[src/rtl/qbsPkg.sv]
package qbsPkg;
  localparam int STATE_W = 4;
  localparam int FANOUT  = 4;
  localparam int NUM_WORDS = 1 << STATE_W;
  localparam int SEL_W   = $clog2(FANOUT);

  // Control strobes; the first member is the MSB (bit 21), pcClear is bit 0.
  typedef struct packed {
    logic rbusToAc;    // 21
    logic aluToRbus;   // 20
    logic aluPassB;    // 19
    logic aluAdd;      // 18
    logic acToAluA;    // 17
    logic mbusToAluB;  // 16
    logic mbrToMbus;   // 15
    logic rbusToMbr;   // 14
    logic acToRbus;    // 13
    logic mbrToData;   // 12
    logic dataToMbr;   // 11
    logic memRead;     // 10
    logic memReq;      // 9
    logic marToAddr;   // 8
    logic mbrToAbus;   // 7
    logic abusToIr;    // 6
    logic irToAbus;    // 5
    logic abusToMar;   // 4
    logic abusToPc;    // 3
    logic pcToAbus;    // 2
    logic pcIncr;      // 1
    logic pcClear;     // 0
  } strobes_t;

  localparam int CTRL_W = $bits(strobes_t);

  typedef logic [STATE_W-1:0] state_t;

  typedef struct packed {
    state_t [FANOUT-1:0] succ;
    logic                selAlpha;
    logic                selBeta;
    strobes_t            ctrl;
  } word_t;
endpackage

[src/rtl/qbsWordRom.sv]
module qbsWordRom
  import qbsPkg::*;
(
  input  state_t addr,
  output word_t  word
);
  function automatic word_t mkWord(strobes_t c, logic sa, logic sb,
                                   state_t n0, state_t n1, state_t n2, state_t n3);
    word_t w;
    w.ctrl     = c;
    w.selAlpha = sa;
    w.selBeta  = sb;
    w.succ[0]  = n0;
    w.succ[1]  = n1;
    w.succ[2]  = n2;
    w.succ[3]  = n3;
    return w;
  endfunction

  always_comb begin
    strobes_t s;
    s = '0;
    word = mkWord('0, 1'b0, 1'b0, 4'd1, 4'd1, 4'd1, 4'd1);
    unique case (addr)
      4'd0: begin s.pcClear = 1'b1; word = mkWord(s, 1'b0, 1'b0, 4'd1, 4'd1, 4'd1, 4'd1); end
      4'd1: begin
        s.pcToAbus = 1'b1; s.abusToMar = 1'b1; s.pcIncr = 1'b1;
        word = mkWord(s, 1'b0, 1'b0, 4'd2, 4'd2, 4'd2, 4'd2);
      end
      4'd2: begin
        s.marToAddr = 1'b1; s.memReq = 1'b1; s.memRead = 1'b1;
        word = mkWord(s, 1'b0, 1'b0, 4'd2, 4'd2, 4'd3, 4'd3);
      end
      4'd3: begin
        s.marToAddr = 1'b1; s.memReq = 1'b1; s.memRead = 1'b1; s.dataToMbr = 1'b1;
        word = mkWord(s, 1'b0, 1'b0, 4'd4, 4'd4, 4'd3, 4'd3);
      end
      4'd4: begin
        s.mbrToAbus = 1'b1; s.abusToIr = 1'b1;
        word = mkWord(s, 1'b0, 1'b0, 4'd4, 4'd4, 4'd5, 4'd5);
      end
      4'd5: begin
        s.irToAbus = 1'b1; s.abusToMar = 1'b1;
        word = mkWord(s, 1'b1, 1'b1, 4'd6, 4'd9, 4'd11, 4'd14);
      end
      4'd6, 4'd11: begin
        s.marToAddr = 1'b1; s.memReq = 1'b1; s.memRead = 1'b1;
        word = mkWord(s, 1'b0, 1'b0, addr + 4'd1, addr + 4'd1, addr + 4'd1, addr + 4'd1);
      end
      4'd7, 4'd12: begin
        s.marToAddr = 1'b1; s.memReq = 1'b1; s.memRead = 1'b1; s.dataToMbr = 1'b1;
        word = mkWord(s, 1'b0, 1'b0, addr + 4'd1, addr + 4'd1, addr, addr);
      end
      4'd8: begin
        s.mbrToMbus = 1'b1; s.mbusToAluB = 1'b1; s.aluPassB = 1'b1;
        s.aluToRbus = 1'b1; s.rbusToAc = 1'b1;
        word = mkWord(s, 1'b0, 1'b0, 4'd1, 4'd1, 4'd1, 4'd1);
      end
      4'd9: begin
        s.acToRbus = 1'b1; s.rbusToMbr = 1'b1;
        word = mkWord(s, 1'b0, 1'b0, 4'd10, 4'd10, 4'd10, 4'd10);
      end
      4'd10: begin
        s.marToAddr = 1'b1; s.memReq = 1'b1; s.mbrToData = 1'b1;
        word = mkWord(s, 1'b0, 1'b0, 4'd1, 4'd1, 4'd10, 4'd10);
      end
      4'd13: begin
        s.acToAluA = 1'b1; s.mbrToMbus = 1'b1; s.mbusToAluB = 1'b1;
        s.aluAdd = 1'b1; s.aluToRbus = 1'b1; s.rbusToAc = 1'b1;
        word = mkWord(s, 1'b0, 1'b0, 4'd1, 4'd1, 4'd1, 4'd1);
      end
      4'd14: word = mkWord(s, 1'b0, 1'b0, 4'd1, 4'd15, 4'd1, 4'd15);
      4'd15: begin
        s.irToAbus = 1'b1; s.abusToPc = 1'b1;
        word = mkWord(s, 1'b0, 1'b0, 4'd1, 4'd1, 4'd1, 4'd1);
      end
      default: word = mkWord('0, 1'b0, 1'b0, 4'd0, 4'd0, 4'd0, 4'd0);
    endcase
  end
endmodule

[src/rtl/qbsBranchPick.sv]
module qbsBranchPick
  import qbsPkg::*;
(
  input  word_t  word,
  input  logic   memWait,
  input  logic   irBit15,
  input  logic   irBit14,
  input  logic   acSign,
  output state_t succ
);
  logic alpha;
  logic beta;
  logic [SEL_W-1:0] pick;

  assign alpha = word.selAlpha ? irBit15 : memWait;
  assign beta  = word.selBeta  ? irBit14 : acSign;
  assign pick  = {alpha, beta};
  assign succ  = word.succ[pick];
endmodule

[src/rtl/qbsStateReg.sv]
module qbsStateReg
  import qbsPkg::*;
(
  input  logic     clk,
  input  state_t   loadState,
  input  strobes_t loadCtrl,
  output state_t   stateQ,
  output strobes_t ctrlQ
);
  always_ff @(posedge clk) begin
    stateQ <= loadState;
    ctrlQ  <= loadCtrl;
  end
endmodule

[src/rtl/quadBranchSequencer.sv]
module quadBranchSequencer
  import qbsPkg::*;
(
  input  logic              clk,
  input  logic              rst,
  input  logic              memWait,
  input  logic              irBit15,
  input  logic              irBit14,
  input  logic              acSign,
  output logic [STATE_W-1:0] stateOut,
  output logic [CTRL_W-1:0]  ctrlOut
);
  state_t   curState;
  state_t   succState;
  state_t   loadState;
  word_t    curWord;
  word_t    loadWord;
  strobes_t curCtrl;

  qbsWordRom i_curRom (.addr(curState), .word(curWord));

  qbsBranchPick i_pick (
    .word(curWord), .memWait(memWait), .irBit15(irBit15),
    .irBit14(irBit14), .acSign(acSign), .succ(succState)
  );

  // Synchronous reset overrides the chosen successor.
  assign loadState = rst ? '0 : succState;

  qbsWordRom i_loadRom (.addr(loadState), .word(loadWord));

  qbsStateReg i_reg (
    .clk(clk), .loadState(loadState), .loadCtrl(loadWord.ctrl),
    .stateQ(curState), .ctrlQ(curCtrl)
  );

  assign stateOut = curState;
  assign ctrlOut  = curCtrl;
endmodule

[config.mk]
export PLATFORM = sky130hd
export DESIGN_NAME = quadBranchSequencer
export DESIGN_NICKNAME = d
export VERILOG_FILES = /design/src/rtl/qbsPkg.sv /design/src/rtl/qbsWordRom.sv /design/src/rtl/qbsBranchPick.sv /design/src/rtl/qbsStateReg.sv /design/src/rtl/quadBranchSequencer.sv
export SDC_FILE = /design/constraint.sdc
export NUM_CORES = 1
export LEC_CHECK = 0
export BUFFER_PORTS_ARGS = -buffer_cell sky130_fd_sc_hd__buf_4
export CAP_MARGIN = 20
export CORE_MARGIN = 5
export CORE_UTILIZATION = 46
export DETAILED_ROUTE_END_ITERATION = 8
export MAX_ROUTING_LAYER = met4
export PLACE_DENSITY = 0.74
export REMOVE_ABC_BUFFERS = 1
export SYNTH_ARGS = -nofsm -noshare
export SYNTH_HDL_FRONTEND = slang
export SYNTH_SLANG_ARGS = --single-unit
[constraint.sdc]
create_clock -name clk -period 2.55 [get_ports clk]
set_input_delay 0.3825 -clock clk [delete_from_list [all_inputs] [get_ports clk]]
set_output_delay 0.3825 -clock clk [all_outputs]
set_load 0.01 [all_outputs]
; ---- Word level (Yosys, flattened, before mapping)
; Index checks and enable logic that the tools add are counted.
[classes]
mux = 7
reduce_logical = 6
n_eq_ne = 30
n_lt_le_gt_ge = 1
n_addsub = 1
[op_table]
columns = op, n
row1 = 40-bit one-hot mux with 14 select lines, 1
row2 = 22-bit one-hot mux with 14 select lines, 1
row3 = 4-bit equality test (second input constant), 16
row4 = 4-bit by 3-bit equality test with 1-bit output (second input constant), 8
row5 = 4-bit by 2-bit equality test with 1-bit output (second input constant), 4
row6 = 4-bit binary-select mux with 2-bit select, 1
row7 = 4-bit by 1-bit equality test with 1-bit output (second input constant), 2
row8 = 4-bit logical NOT, 2
row9 = 4-bit two-way mux, 2
row10 = 2-bit OR reduction, 4
row11 = 4-bit by 1-bit adder with 4-bit output (second input constant), 1
row12 = 2-bit by 3-bit < comparator with 1-bit output (second input constant), 1
row13 = 1-bit two-way mux, 2
[totals]
output_inout_bits = 26
regBits = 26
elab_cells = 68

; ---- Depth between registers and ports, before layout
[depth]
depth_word = 10
ltp_mapped = 10
ltp_nobuf = 9

; ---- Cells and area by module
; A second synthesis with hierarchy kept.
[hier_totals]
hier_cells = 274
hier_area_um2 = 2080.7
[by_module_without_submodules]
columns = mod, area_per_inst_um2, cells_each, n_inst
row1 = qbsWordRom, 703.2, 119, 2
row2 = qbsStateReg, 520.5, 26, 1
row3 = qbsBranchPick, 128.9, 6, 1
row4 = quadBranchSequencer, 25.0, 4, 1

; ---- Least setup slack after synthesis
; No wires, ideal clock.
[synth_timing]
path_type = reg2reg
startpoint = register i_reg.stateQ[0]
endpoint = register i_reg.ctrlQ[8] (netlist name)
period_less_slack_ps = 2491
arrival_ps = 2434
required_ps = 2493
slack_ps = 59
path_stages_with_launch = 11
n_path_buf = 1
path_cell_list = dfxtp_1 -> inv_1 -> ha_1 -> buf_4 -> mux2_2 -> o211ai_1 -> nand4_1 -> nand2_1 -> inv_2 -> or4b_1 -> a21bo_1
[synth_lines]
columns = element, line_no
row1 = start: declaration, qbsStateReg.sv:7  ; output state_t stateQ,
row2 = start signal: assignment, qbsStateReg.sv:11  ; stateQ <= loadState;
row3 = end signal: assignment, qbsStateReg.sv:12  ; ctrlQ <= loadCtrl;
row4 = end: declaration, qbsStateReg.sv:8  ; output strobes_t ctrlQ

==> flow_metrics.py <==
metrics = {
    "sta": {
        "rsz0062_at_grt": "no",
        "finalMaxSlewViolations": 0,
        "fin_skew_ns": 0.00515,
        "hold_viol": 0,
        "fin_crit_sh": 0.941,
        "setup_viol_count_final": 0,
        "fmax_mhz": 417,
        "slew_headroom": 0.716,
        "timing.final.crit_period_ns": 2.40,
        "fin_ws_ns": 0.150,
        "tns_ns": 0,
        "tightest_slew_ns": 0.421,
    },
    "global_route": {
        "grt_pass1_wl_um": 4870,
        "grt_overflow": 0,
        "track_usage": 0.180,
        "grt_antenna_before_repair": 0,
        "grt_max_degree": 20,
        "grt_pass1_vias": 1021,
    },
    "synth": {
        "synthCells": 136,
        "synth-edff-count": 0,
        "async_flop_share": 0,
        "synth_top_flop_cell": "dfxtp_1",
        "synth_area_per_cell_um2": 8.46,
        "ys_seq_area_frac": 0.313,
        "synthTopCellsByArea": "dfxtp_1 (31%), buf_4 (7.2%), ha_1 (4.3%)",
        "ys_ff_latch": 18,
        "synthTopCellsByCount": "dfxtp_1 (18), buf_4 (11), nand2_1 (10)",
        "synth_largest_area_cell": "dfxtp_1",
        "syn_area_um2": 1150,
        "yosys_warnings": 0,
        "yosysUniqueCellTypes": 48,
        "synthMostInstantiatedCell": "dfxtp_1",
        "yosysTopAreaCellShare": 0.313,
    },
    "floorplan": {
        "die_y_um": 60.0,
        "start_util": 0.473,
        "dieWidth_um": 60.0,
        "core_area_um2": 2430,
        "dieArea_um2": 3600,
        "fp-row-count": 18,
        "num_io_pins": 32,
    },
    "power_and_ir_drop": {
        "switching_share": 0.406,
        "intPower_mw": 0.864,
        "power.density_nw_per_um2": 996,
        "p_switching_mw": 0.591,
        "p_comb_frac": 0.614,
        "power.static_leakage_nw": 0.652,
        "seqPwrFrac": 0.270,
        "ir_drop_mv": 0.695,
        "clockPowerShare": 0.116,
    },
    "worst_setup_path": {
        "cp-start-kind": "flop",
        "crit_chain": "inv_1 > ha_2 > a211o_1 > a21oi_1 > o31a_1 > a311oi_4 > or4b_1 > a21bo_1",
        "crit_family": "compound AO/OA/AOI/OAI gates",
        "slowest_stage": "or4b_1",
        "max_stage_delay_ns": 0.50,
        "criticalPathCategory": "reg2reg",
        "rr_worst_depth": 8,
        "path_buf_inv": 1,
        "worstPathRequired_ns": 2.79,
        "regToRegSetupSlack_ns": 0.15,
        "cp_max_fo": 15,
        "r2r_end": "i_reg.ctrlQ[8]$_DFF_P_",
        "cp-end-kind": "flop",
        "rr_startpoint": "i_reg.stateQ[0]$_DFF_P_",
        "cp_data_arrival_time_ns": 2.64,
    },
    "cts": {
        "post-cts-setup-buffers": 0,
        "cts_tree": "built",
        "cts_made_buffers": 3,
        "cts.clk_slew.worst_paths_ns": 0.10,
        "worstSkewPairLatency_ns": 0.29,
        "clkSinkCount": 18,
        "htree_levels": 1,
        "cts-root-buf": "clkbuf_4",
        "clockBufferDepth": 2,
    },
    "route": {
        "ant_nets": 0,
        "drt_wl_total_um": 2900,
        "drt_iter0_markers": 55,
        "wire_per_inst_um": 14.6,
        "vias_per_cell": 5.56,
        "drc": 0,
        "drt-pass1-iter-count": 4,
        "via_count": 1100,
    },
    "final_layout": {
        "synthToLayoutAreaGrowth_pct": 26.8,
        "drive_gt1_frac": 0.357,
        "fin_cells": 198,
        "num_antenna_cells": 0,
        "utilization": 0.600,
        "fin_nets": 179,
    },
    "worst_hold_path": {
        "hold_end": "i_reg.stateQ[2]$_DFF_P_",
        "hp-start": "rst",
        "hold_depth": 3,
        "hold_path.class": "in2reg",
    },
    "placement": {
        "dpl.hpwl_um": 2300,
        "gp_congestion": 0.956,
        "dp.cells": 194,
        "dpl_worst_slack_ns": 0.0332,
        "port_buffers": 31,
    },
    "outcome": {
        "outcome": "complete, no violations",
    },
    "run": {
        "drv_cap": 0,
    },
}
## area by class of cell
class                           instances  area, µm²
Clock buffer                            4       36.3
Fill cell                             237        972
Inverter                                9       33.8
Multi-Input combinational cell         93        648
Sequential cell                        18        362
Tap cell                               30       37.5
Timing Repair Buffer                   44        343
## through the flow
step                total power, mW  hold WS (ns)  cell area, µm²
floorplan                     0.899         0.471            1040
global placement               1.28         0.748            1420
detailed placement             1.29         0.749            1420
CTS                            1.46         0.437            1460
global route                   1.57         0.437            1460
finish                         1.45         0.445            1460
## timing repair
item | CTS | global route
hold endpoints to repair | 0 | 0
hold buffers | 0 | 0
setup endpoints to repair | 1 | 4
resized for setup | 1 | 2
## worst reg2reg max path, stage by stage (launching register included)
cell and delay, ns:
dfxtp_1 0.35, inv_1 0.13, ha_2 0.37, a211o_1 0.15, a21oi_1 0.07, o31a_1 0.31, a311oi_4 0.27, or4b_1 0.50
a21bo_1 0.20
## kinds of logic (layout without fill, tap and decap cells)
family | count (synthesis) | after routing | share of synthesized area
AO/OA/AOI/OAI | 37 | 37 | 0.245
adder cells (fa/ha/maj) | 4 | 4 | 0.0435
buffers and inverters | 25 | 57 | 0.128
flip-flops | 18 | 18 | 0.313
multiplexers | 1 | 1 | 0.00978
AND/OR/NAND/NOR | 51 | 51 | 0.261
## power by group through the flow
stage                     logic, mW  registers (mW)  clock network, mW
after floorplan               0.446           0.453                  0
after global placement        0.881           0.395                  0
after detailed placement      0.888           0.398                  0
after CTS                     0.894           0.392              0.175
after global routing          0.983           0.403              0.188
final                         0.893           0.393              0.168
## worst max-delay path by stage
stage	startpoint	to	slack [ns]	cells after the start
4_1_cts	i_reg.stateQ[1]$_DFF_P_	i_reg.ctrlQ[8]$_DFF_P_	0.04	7
5_1_grt	i_reg.stateQ[0]$_DFF_P_	i_reg.ctrlQ[8]$_DFF_P_	0.02	9
3_3_place_gp	i_reg.stateQ[0]$_DFF_P_	i_reg.ctrlQ[8]$_DFF_P_	0.07	8
3_5_place_dp	i_reg.stateQ[0]$_DFF_P_	i_reg.ctrlQ[8]$_DFF_P_	0.03	8
2_1_floorplan	i_reg.stateQ[0]$_DFF_P_	i_reg.ctrlQ[8]$_DFF_P_	0.001	7
6_report	i_reg.stateQ[0]$_DFF_P_	i_reg.ctrlQ[8]$_DFF_P_	0.15	8
## flip-flops by register name (all words and copies together), names as in the netlist
| signal | cells |
|---|---|
| i_reg.ctrlQ | 14 |
| i_reg.stateQ | 4 |
## cells in the final DEF (no fill, tap or decap), drive strengths merged, types with 2 or more instances in the layout
cell type  instances
a211o              2
a21bo              2
a21oi              7
a31oi              3
buf               44
clkbuf             4
dfxtp             18
ha                 4
inv                9
nand2             10
nand2b             4
nand3              2
nand3b             4
nand4              3
nor2               6
nor3               6
nor4b              2
o211ai             2
o21ai              6
o221ai             2
o31a               2
or2                4
or3b               2
## metal layers
| metal | track usage | routed length (µm) | vias to the layer above | share of wire |
|---|---|---|---|---|
| met5 | - | 0 | - | 0 |
| met4 | 0.0190 | 9 | 0 | 0.0031 |
| met3 | 0.0540 | 204 | 2 | 0.070 |
| met2 | 0.282 | 1440 | 39 | 0.50 |
| met1 | 0.238 | 1240 | 508 | 0.43 |
| li1 | - | - | 551 | - |
Note: power is estimated with default switching activity, not from simulation.
